$ cat config.mk
export PLATFORM = sky130hd
export DESIGN_NAME = dbg_tbus_sel
export DESIGN_NICKNAME = d
export VERILOG_FILES = /design/src/rtl/dbg_tbus_pkg.sv /design/src/rtl/dbg_tbus_view_fsm.sv /design/src/rtl/dbg_tbus_cse_latch.sv /design/src/rtl/dbg_tbus_pack.sv /design/src/rtl/dbg_tbus_sel.sv
export SDC_FILE = /design/constraint.sdc
export NUM_CORES = 1
export LEC_CHECK = 0
export CAP_MARGIN = 20
export CORE_ASPECT_RATIO = 1.1
export CORE_MARGIN = 2
export CORE_UTILIZATION = 34
export DETAILED_ROUTE_END_ITERATION = 16
export GPL_ROUTABILITY_DRIVEN = 0
export PLACE_DENSITY = 0.88
export SETUP_SLACK_MARGIN = 0.15
export SLEW_MARGIN = 0
export SYNTH_ARGS = -nofsm -noshare
export SYNTH_HDL_FRONTEND = slang
export SYNTH_HIERARCHICAL = 1
export SYNTH_SLANG_ARGS = --single-unit
$ cat constraint.sdc
create_clock -name clk -period 2.9 [get_ports clk]
set_input_delay 0.87 -clock clk [delete_from_list [all_inputs] [get_ports clk]]
set_output_delay 0.87 -clock clk [all_outputs]
set_load 0.02 [all_outputs]
$ cat src/rtl/dbg_tbus_pkg.sv
package dbg_tbus_pkg;

    localparam int unsigned BUS_W  = 8;
    localparam int unsigned FLAG_W = BUS_W - 1;
    localparam int unsigned RSSI_W = BUS_W - 2;

    typedef enum logic [3:0] {
        VIEW_QUIET    = 4'd0,
        VIEW_RX_ACQ   = 4'd1,
        VIEW_TX_FIELD = 4'd2,
        VIEW_RSSI     = 4'd3,
        VIEW_SQ1      = 4'd4,
        VIEW_SQ2      = 4'd5,
        VIEW_CORR     = 4'd6,
        VIEW_FREQ     = 4'd7,
        VIEW_PHASE    = 4'd8,
        VIEW_NCO      = 4'd9
    } view_e;

    // Map a host address onto a view; every undefined code is quiet.
    function automatic view_e decode_addr(input logic [BUS_W-1:0] a);
        view_e v;
        unique case (a)
            8'h01:   v = VIEW_RX_ACQ;
            8'h02:   v = VIEW_TX_FIELD;
            8'h03:   v = VIEW_RSSI;
            8'h04:   v = VIEW_SQ1;
            8'h05:   v = VIEW_SQ2;
            8'h06:   v = VIEW_CORR;
            8'h07:   v = VIEW_FREQ;
            8'h08:   v = VIEW_PHASE;
            8'h09:   v = VIEW_NCO;
            default: v = VIEW_QUIET;
        endcase
        return v;
    endfunction

endpackage

$ cat src/rtl/dbg_tbus_view_fsm.sv
module dbg_tbus_view_fsm
    import dbg_tbus_pkg::*;
(
    input  logic             clk,
    input  logic             rst_n,
    input  logic             wr_en,
    input  logic [BUS_W-1:0] wr_addr,
    output view_e            view
);

    view_e state_q;
    view_e state_d;

    // Next-state logic: a write jumps to the decoded view, otherwise hold.
    always_comb begin
        state_d = state_q;
        if (wr_en) begin
            state_d = decode_addr(wr_addr);
        end
    end

    always_ff @(posedge clk or negedge rst_n) begin
        if (!rst_n) begin
            state_q <= VIEW_QUIET;
        end else begin
            state_q <= state_d;
        end
    end

    assign view = state_q;

    // Out-of-range addresses must land in the quiet view.
    assert_bad_addr_quiet_R9: assert property (@(posedge clk) disable iff (!rst_n)
        (wr_en && (wr_addr > 8'h09)) |=> (state_q == VIEW_QUIET));

    // Without a write the selected view never moves.
    assert_view_hold_R11: assert property (@(posedge clk) disable iff (!rst_n)
        !wr_en |=> $stable(state_q));

endmodule

$ cat src/rtl/dbg_tbus_cse_latch.sv
module dbg_tbus_cse_latch (
    input  logic clk,
    input  logic rst_n,
    input  logic pulse,
    input  logic cse_in,
    output logic cse_held
);

    logic pulse_d;
    logic rise;

    assign rise = pulse & ~pulse_d;

    always_ff @(posedge clk or negedge rst_n) begin
        if (!rst_n) begin
            pulse_d  <= 1'b0;
            cse_held <= 1'b0;
        end else begin
            pulse_d <= pulse;
            if (rise) begin
                cse_held <= cse_in;
            end
        end
    end

    // Between pulse rises the captured bit keeps its value.
    assert_latch_hold_R10: assert property (@(posedge clk) disable iff (!rst_n)
        !$rose(pulse) |=> $stable(cse_held));

    // A rise captures the carrier-sense-early level seen at that edge.
    assert_latch_capture_R10: assert property (@(posedge clk) disable iff (!rst_n)
        $rose(pulse) |=> (cse_held == $past(cse_in)));

endmodule

$ cat src/rtl/dbg_tbus_pack.sv
module dbg_tbus_pack
    import dbg_tbus_pkg::*;
#(
    parameter int unsigned FREQ_W  = 19,
    parameter int unsigned PHASE_W = 8,
    parameter int unsigned NCO_W   = 16
) (
    input  logic               clk,
    input  logic               rst_n,
    input  view_e              view,
    input  logic               adc_fullscale,
    input  logic [FLAG_W-1:0]  rx_flags,
    input  logic [FLAG_W-1:0]  tx_flags,
    input  logic               init_det,
    input  logic               iq_mark,
    input  logic               cse_held,
    input  logic               cse_live,
    input  logic [RSSI_W-1:0]  rssi_val,
    input  logic               rssi_adclk,
    input  logic [BUS_W-1:0]   sq1_word,
    input  logic               sq1_strobe,
    input  logic [BUS_W-1:0]   sq2_word,
    input  logic               sq2_strobe,
    input  logic [BUS_W-1:0]   corr_mag,
    input  logic               corr_sclk,
    input  logic [FREQ_W-1:0]  freq_reg,
    input  logic [PHASE_W-1:0] phase_reg,
    input  logic [NCO_W-1:0]   nco_reg,
    input  logic               sym_clk,
    output logic [BUS_W-1:0]   test_bus,
    output logic               test_clk
);

    localparam int unsigned FREQ_HI  = FREQ_W - 1;
    localparam int unsigned NCO_HI   = NCO_W - 1;
    localparam int unsigned PHASE_HI = BUS_W - 1;

    logic [BUS_W-1:0] bus_d;
    logic             clk_d;

    // Per-view packing of the data byte and choice of strobe.
    always_comb begin
        bus_d = '0;
        clk_d = 1'b0;
        unique case (view)
            VIEW_QUIET: begin
                bus_d = '0;
                clk_d = 1'b0;
            end
            VIEW_RX_ACQ: begin
                bus_d = {adc_fullscale, rx_flags};
                clk_d = init_det;
            end
            VIEW_TX_FIELD: begin
                bus_d = {adc_fullscale, tx_flags};
                clk_d = iq_mark;
            end
            VIEW_RSSI: begin
                bus_d = {cse_held, cse_live, rssi_val};
                clk_d = rssi_adclk;
            end
            VIEW_SQ1: begin
                bus_d = sq1_word;
                clk_d = sq1_strobe;
            end
            VIEW_SQ2: begin
                bus_d = sq2_word;
                clk_d = sq2_strobe;
            end
            VIEW_CORR: begin
                bus_d = corr_mag;
                clk_d = corr_sclk;
            end
            VIEW_FREQ: begin
                bus_d = freq_reg[FREQ_HI -: BUS_W];
                clk_d = sym_clk;
            end
            VIEW_PHASE: begin
                bus_d = phase_reg[PHASE_HI:0];
                clk_d = sym_clk;
            end
            VIEW_NCO: begin
                bus_d = nco_reg[NCO_HI -: BUS_W];
                clk_d = sym_clk;
            end
            default: begin
                bus_d = '0;
                clk_d = 1'b0;
            end
        endcase
    end

    always_ff @(posedge clk or negedge rst_n) begin
        if (!rst_n) begin
            test_bus <= '0;
            test_clk <= 1'b0;
        end else begin
            test_bus <= bus_d;
            test_clk <= clk_d;
        end
    end

    // The quiet view produces an all-zero bus and a low test clock.
    assert_quiet_zero_R2: assert property (@(posedge clk) disable iff (!rst_n)
        (view == VIEW_QUIET) |=> ((test_bus == '0) && !test_clk));

    // The RSSI view carries the latched bit and the sample one edge later.
    assert_rssi_layout_R5: assert property (@(posedge clk) disable iff (!rst_n)
        (view == VIEW_RSSI) |=> ((test_bus[BUS_W-1] == $past(cse_held)) &&
                                 (test_bus[RSSI_W-1:0] == $past(rssi_val))));

    // All three register views share the symbol clock.
    assert_symclk_R8: assert property (@(posedge clk) disable iff (!rst_n)
        ((view == VIEW_FREQ) || (view == VIEW_PHASE) || (view == VIEW_NCO))
        |=> (test_clk == $past(sym_clk)));

endmodule

$ cat src/rtl/dbg_tbus_sel.sv
module dbg_tbus_sel
    import dbg_tbus_pkg::*;
#(
    parameter int unsigned FREQ_W  = 19,
    parameter int unsigned PHASE_W = 8,
    parameter int unsigned NCO_W   = 16
) (
    input  logic               clk,
    input  logic               rst_n,
    input  logic               addr_we,
    input  logic [7:0]         addr_wdata,
    input  logic               adc_fullscale,
    input  logic [6:0]         rx_flags,
    input  logic [6:0]         tx_flags,
    input  logic               init_det,
    input  logic               iq_mark,
    input  logic               cse_live,
    input  logic [5:0]         rssi_val,
    input  logic               rssi_pulse,
    input  logic               rssi_adclk,
    input  logic [7:0]         sq1_word,
    input  logic               sq1_strobe,
    input  logic [7:0]         sq2_word,
    input  logic               sq2_strobe,
    input  logic [7:0]         corr_mag,
    input  logic               corr_sclk,
    input  logic [FREQ_W-1:0]  freq_reg,
    input  logic [PHASE_W-1:0] phase_reg,
    input  logic [NCO_W-1:0]   nco_reg,
    input  logic               sym_clk,
    output logic [7:0]         test_bus,
    output logic               test_clk
);

    view_e view;
    logic  cse_held;

    dbg_tbus_view_fsm u_view (
        .clk     (clk),
        .rst_n   (rst_n),
        .wr_en   (addr_we),
        .wr_addr (addr_wdata),
        .view    (view)
    );

    dbg_tbus_cse_latch u_latch (
        .clk      (clk),
        .rst_n    (rst_n),
        .pulse    (rssi_pulse),
        .cse_in   (cse_live),
        .cse_held (cse_held)
    );

    dbg_tbus_pack #(
        .FREQ_W  (FREQ_W),
        .PHASE_W (PHASE_W),
        .NCO_W   (NCO_W)
    ) u_pack (
        .clk           (clk),
        .rst_n         (rst_n),
        .view          (view),
        .adc_fullscale (adc_fullscale),
        .rx_flags      (rx_flags),
        .tx_flags      (tx_flags),
        .init_det      (init_det),
        .iq_mark       (iq_mark),
        .cse_held      (cse_held),
        .cse_live      (cse_live),
        .rssi_val      (rssi_val),
        .rssi_adclk    (rssi_adclk),
        .sq1_word      (sq1_word),
        .sq1_strobe    (sq1_strobe),
        .sq2_word      (sq2_word),
        .sq2_strobe    (sq2_strobe),
        .corr_mag      (corr_mag),
        .corr_sclk     (corr_sclk),
        .freq_reg      (freq_reg),
        .phase_reg     (phase_reg),
        .nco_reg       (nco_reg),
        .sym_clk       (sym_clk),
        .test_bus      (test_bus),
        .test_clk      (test_clk)
    );

    // A write of 01h shows the receive flags one edge after the next edge.
    assert_write_latency_R11: assert property (@(posedge clk) disable iff (!rst_n)
        (addr_we && (addr_wdata == 8'h01)) |=> ##1 (test_bus[6:0] == $past(rx_flags)));

endmodule

-- Yosys cells after proc, flatten, opt, wreduce, memory -nomap -nowiden
Memory sizes are Yosys's and may differ from the RTL's.
Index checks and enable logic that the tools add are counted.
- reduce and logical (&&, ||, !) cells: 2
- bitwise operators: 2
- equal/unequal tests: 9
- muxes and demuxes: 3
- operators with widths (operator ; count):
    8-bit one-hot mux with 9 select lines ; 1
    4-bit by 3-bit equality test with 1-bit output, second input constant ; 4
    4-bit by 2-bit equality test with 1-bit output, second input constant ; 2
    4-bit equality test, second input constant ; 2
    1-bit one-hot mux with 7 select lines ; 1
    4-bit by 1-bit equality test with 1-bit output, second input constant ; 1
    4-bit logical NOT ; 1
    4-bit 2-to-1 mux ; 1
    3-bit OR reduction ; 1
    1-bit AND ; 1
    1-bit NOT ; 1
- register bits after elaboration: 15
- memories kept: 1
- word-level logic and storage cells: 22
- bits of input ports: 108
- bits in read-only memories: 64
- output and inout port bits: 9
- memories (name ; depth ; bits a word ; read ports ; clocked after Yosys merged registers in ; write ports ; RTL line ; source):
    (name not given) ; 16 ; 4 ; 1 ; 0 ; 0 ; dbg_tbus_pkg.sv:23 ; unique case (a)

-- Logic depth before layout (Yosys ltp)
- depth in word-level cells: 3
- depth in mapped cells: 6
- gate-level depth less buffers: 4

-- By module
The synthesis kept the hierarchy.
- by module, submodules not included (module ; instances ; area an instance (µm²) ; cells an instance ; sequential area each (µm²)):
    dbg_tbus_pack ; 1 ; 1004.7 ; 107 ; 225.2
    dbg_tbus_view_fsm ; 1 ; 214.0 ; 18 ; 100.1
    dbg_tbus_cse_latch ; 1 ; 78.8 ; 4 ; 50.0

-- Worst setup path after synthesis
OpenSTA, ideal clock, no wires.
- kind: input-to-reg
- start: in addr_wdata[6]
- end: reg u_view.state_q[0] (netlist: u_view/view[0])
- arrival: 1670 ps
- slack: 1127 ps
- setup time: 104 ps
- stages on the path: 2
- data required time: 2796 ps
- path buffers: 0
- path through: or4b_4 > o41ai_2
- word-level cells in the longest chain between the ends: 2
- ends and longest elaborated chain (element ; RTL line ; source):
    start: declaration ; dbg_tbus_sel.sv:11 ; input logic [7:0] addr_wdata,
    4-bit logical NOT ; dbg_tbus_pkg.sv:23 ;
    4-bit 2-to-1 mux ; dbg_tbus_pkg.sv:23 ;
    end signal: assignment ; dbg_tbus_view_fsm.sv:26 ; state_q <= state_d;
    end: declaration ; dbg_tbus_view_fsm.sv:11 ; view_e state_q;
Every way passes these cells.
A chain may end at the register's enable or synchronous reset.

==> impl_metrics.yaml <==
finish:
  design.final.nets: 330
  final_cell_mix: "clkdlybuf4s50_1, dfrtp_1, mux2i_1"
  mostFrequentLayoutCell: "clkdlybuf4s50_1"
  n_antenna_cell: 0
  areaGrowthSynthToFinish_pct: 77.44
  drive_above_1_share_pct: 11.76
  post_layout_nonfiller_instances: 271
  fillerInstances: 325
yosys:
  synth_top_flop_cell: "dfrtp_1"
  synth_warnings: 6
  async_reset_ff_share_pct: 100.0
  yosysTopAreaCellShare_pct: 28.93
  ys_types: 40
  ys_ff_latch: 15
  synth-edff-count: 0
  syn_area_per_cell_sq_um: 10.06
  synth_top_cells_by_area: "dfrtp_1, mux2_2, mux2i_1, buf_6, a22oi_1"
  post_synth_instance_area_sq_um: 1297
  post-synth-top-area-cell: "dfrtp_1"
  synth_fp_nets: 237
  fraction_of_the_yosys_area_taken_by_sequential_cells_pct: 28.93
  postSynthCellCount: 129
routing:
  drt-pass1-iter-count: 4
  ant_nets: 0
  wl_mm: 4.249
  drc_errors: 0
  vias: 1406
  detail_route.iter0.violations: 44
  routedWlPerCell_microns: 15.68
  vias_per_cell: 5.188
power_and_ir_drop:
  post-layout-total-power_mw: 0.5719
  vdd.ir_drop.worst_mv: 0.1422
  power-per-cell-area_nw_per_um2: 248.4
  static-leakage-power_nw: 0.8877
clock_tree:
  htree_num_levels: 1
  cts_tree: "built"
  cts-buffers-inserted: 3
  cts_root_buf: "clkbuf_8"
  cts_hold_buf: 0
  worstSkewPairLatency_ps: 240
  cts-root-to-sink-buffers: 2
  numClockSinks: 15
  cts_resized: 0
  cts.reportedPaths.clkPinSlew_ps: 60
  setup_fix_buffers_added_after_clock_tree_synthesis: 0
grt:
  grt_start_max_net_pins: 22
  via_count_of_the_first_global_routing_pass: 1411
  grt_pass1_wl_mm: 6.458
  groute.usage.overall_pct: 19.02
  grt_antenna_before_repair: 0
  grt_overflow: 0
critical_path:
  timing.critical_path.cells: "clkdlybuf4s50_1 -> or4b_4 -> o32ai_1"
  worstPathArrival_ps: 2250
  setup.worst_path.start_class: "primary input"
  required_ps: 3030
  cp_top_family: "buffers and inverters"
  slowest_stage: "clkdlybuf4s50_1"
  worst_setup_path_end_kind: "register"
  type_of_the_worst_setup_path: "in -> reg"
  worst-path-max-fanout: 5
  worst_path_largest_cell_delay_ps: 550
  path_buf_inv: 1
sta:
  timing.final.crit_share_pct: 73.21
  final_critical_path_setup_slack_ps: 777.0
  grt_setup_unrepaired: "false"
  finalSetupTns_ps: 0
  skew_ps: 4.706
  achievable-frequency_mhz: 471.0
  timing_max_transition_violations_final: 0
  final.min_clock_period_ps: 2123
  number_of_setup_violations_in_the_final_report: 0
  max_slew_margin_pct: 42.18
  hold_viol_final: 0
  worst_pin_slew_ps: 865.4
floorplanning:
  core-area_sq_um: 3655
  rows: 23
  fp.dieH_microns: 68.79
  floorplan.die.width_microns: 62.90
  boundaryPins: 117
  floorplan.die_area_sq_um: 4327
  initial_core_utilization_pct: 35.50
placed_design:
  dpl.hpwl_mm: 3.394
  number_of_placed_instances_taps_included: 267
  dp_worst_setup_slack_ps: 540.8
  io_buffer_count: 97
min_path:
  worst_min_path_class: "reg -> reg"
outcome:
  run_status: "complete, no violations"
job:
  cap_violations: 0
## synth_stat cells, types with 2 or more instances
cell type and number:
a2bb2oi_1 2, nand3_1 4, buf_2 5, dfrtp_1 15
a21oi_1 6, nand2b_2 3, nor3b_1 3, mux2i_1 13
or3b_1 2, nor2_1 8, a22o_1 4, inv_1 4
o41ai_1 2, buf_6 5, a22oi_1 6, nor2b_1 4
o32ai_1 2, o311ai_1 2, nand2_1 7, mux2_2 12
## per-stage QoR
| step | util, % | hold slack (ps) | cell area, sq um |
|---|---|---|---|
| after floorplan | - | 459.1 | 1297 |
| after global placement | 61.76 | 535.1 | 2257 |
| after global routing | 62.99 | 587.1 | 2302 |
| final | 62.99 | 548.0 | 2302 |
| after CTS | 62.99 | 552.3 | 2302 |
| after detailed placement | 61.76 | 539.4 | 2257 |
## flip-flops by register name (all words and copies together), names as in the netlist
register	count
u_pack/test_bus	8
u_pack/test_clk	1
u_latch/cse_held	1
u_latch/pulse_d	1
u_view/view	4
## routing by layer
metal / vias to the layer above / global-route usage [%] / routed length (microns) / part of all wire [%]
li1: 675 / - / - / -
met1: 670 / 21.50 / 1607 / 38
met2: 61 / 38.30 / 2377 / 56
met3: 0 / 3.734 / 265 / 6.2
met4: 0 / 2.222 / 0 / 0
met5: - / 0 / 0 / 0
## logic make-up (layout without fill, tap and decap cells)
logic type	after synthesis	in the layout	synth area share, %
AOI/OAI and AO/OA	32	32	19.58
xor gates and xnor gates	1	1	0.6751
buffers and inverters	14	106	7.424
DFF	15	15	28.93
muxes	27	27	23.63
and+or+nand+nor	40	40	19.77
## power by group
group	switching [mW]	total (mW)	internal [mW]
clock	0.0701	0.167	0.0970
sequential	0.00697	0.223	0.216
combinational	0.0448	0.182	0.137
## cell type report
cell class	instances	area, sq um	share of cell area [%]
timing repair buffer	98	978.4	42.50
inverter	4	15.01	0.6522
tap	50	62.56	2.717
clock buffer	4	45.04	1.957
multi-input combinational	100	825.8	35.87
sequential	15	375.4	16.30
## path summary, 6_finish.rpt
path,start,end,slack (ps),depth (start not counted)
setup / recovery,addr_we,u_view/view[3],780,3
hold / removal,u_latch/cse_held,u_latch/cse_held,550,1
setup reg to reg,u_view/view[2],u_pack/test_bus[4],920,3
hold reg to reg,u_latch/cse_held,u_latch/cse_held,550,1
max in group asynchronous,rst_n,u_view/view[1],1380,1
min in group asynchronous,rst_n,u_pack/test_bus[0],1060,1
Power figures use the tool's default switching activity.
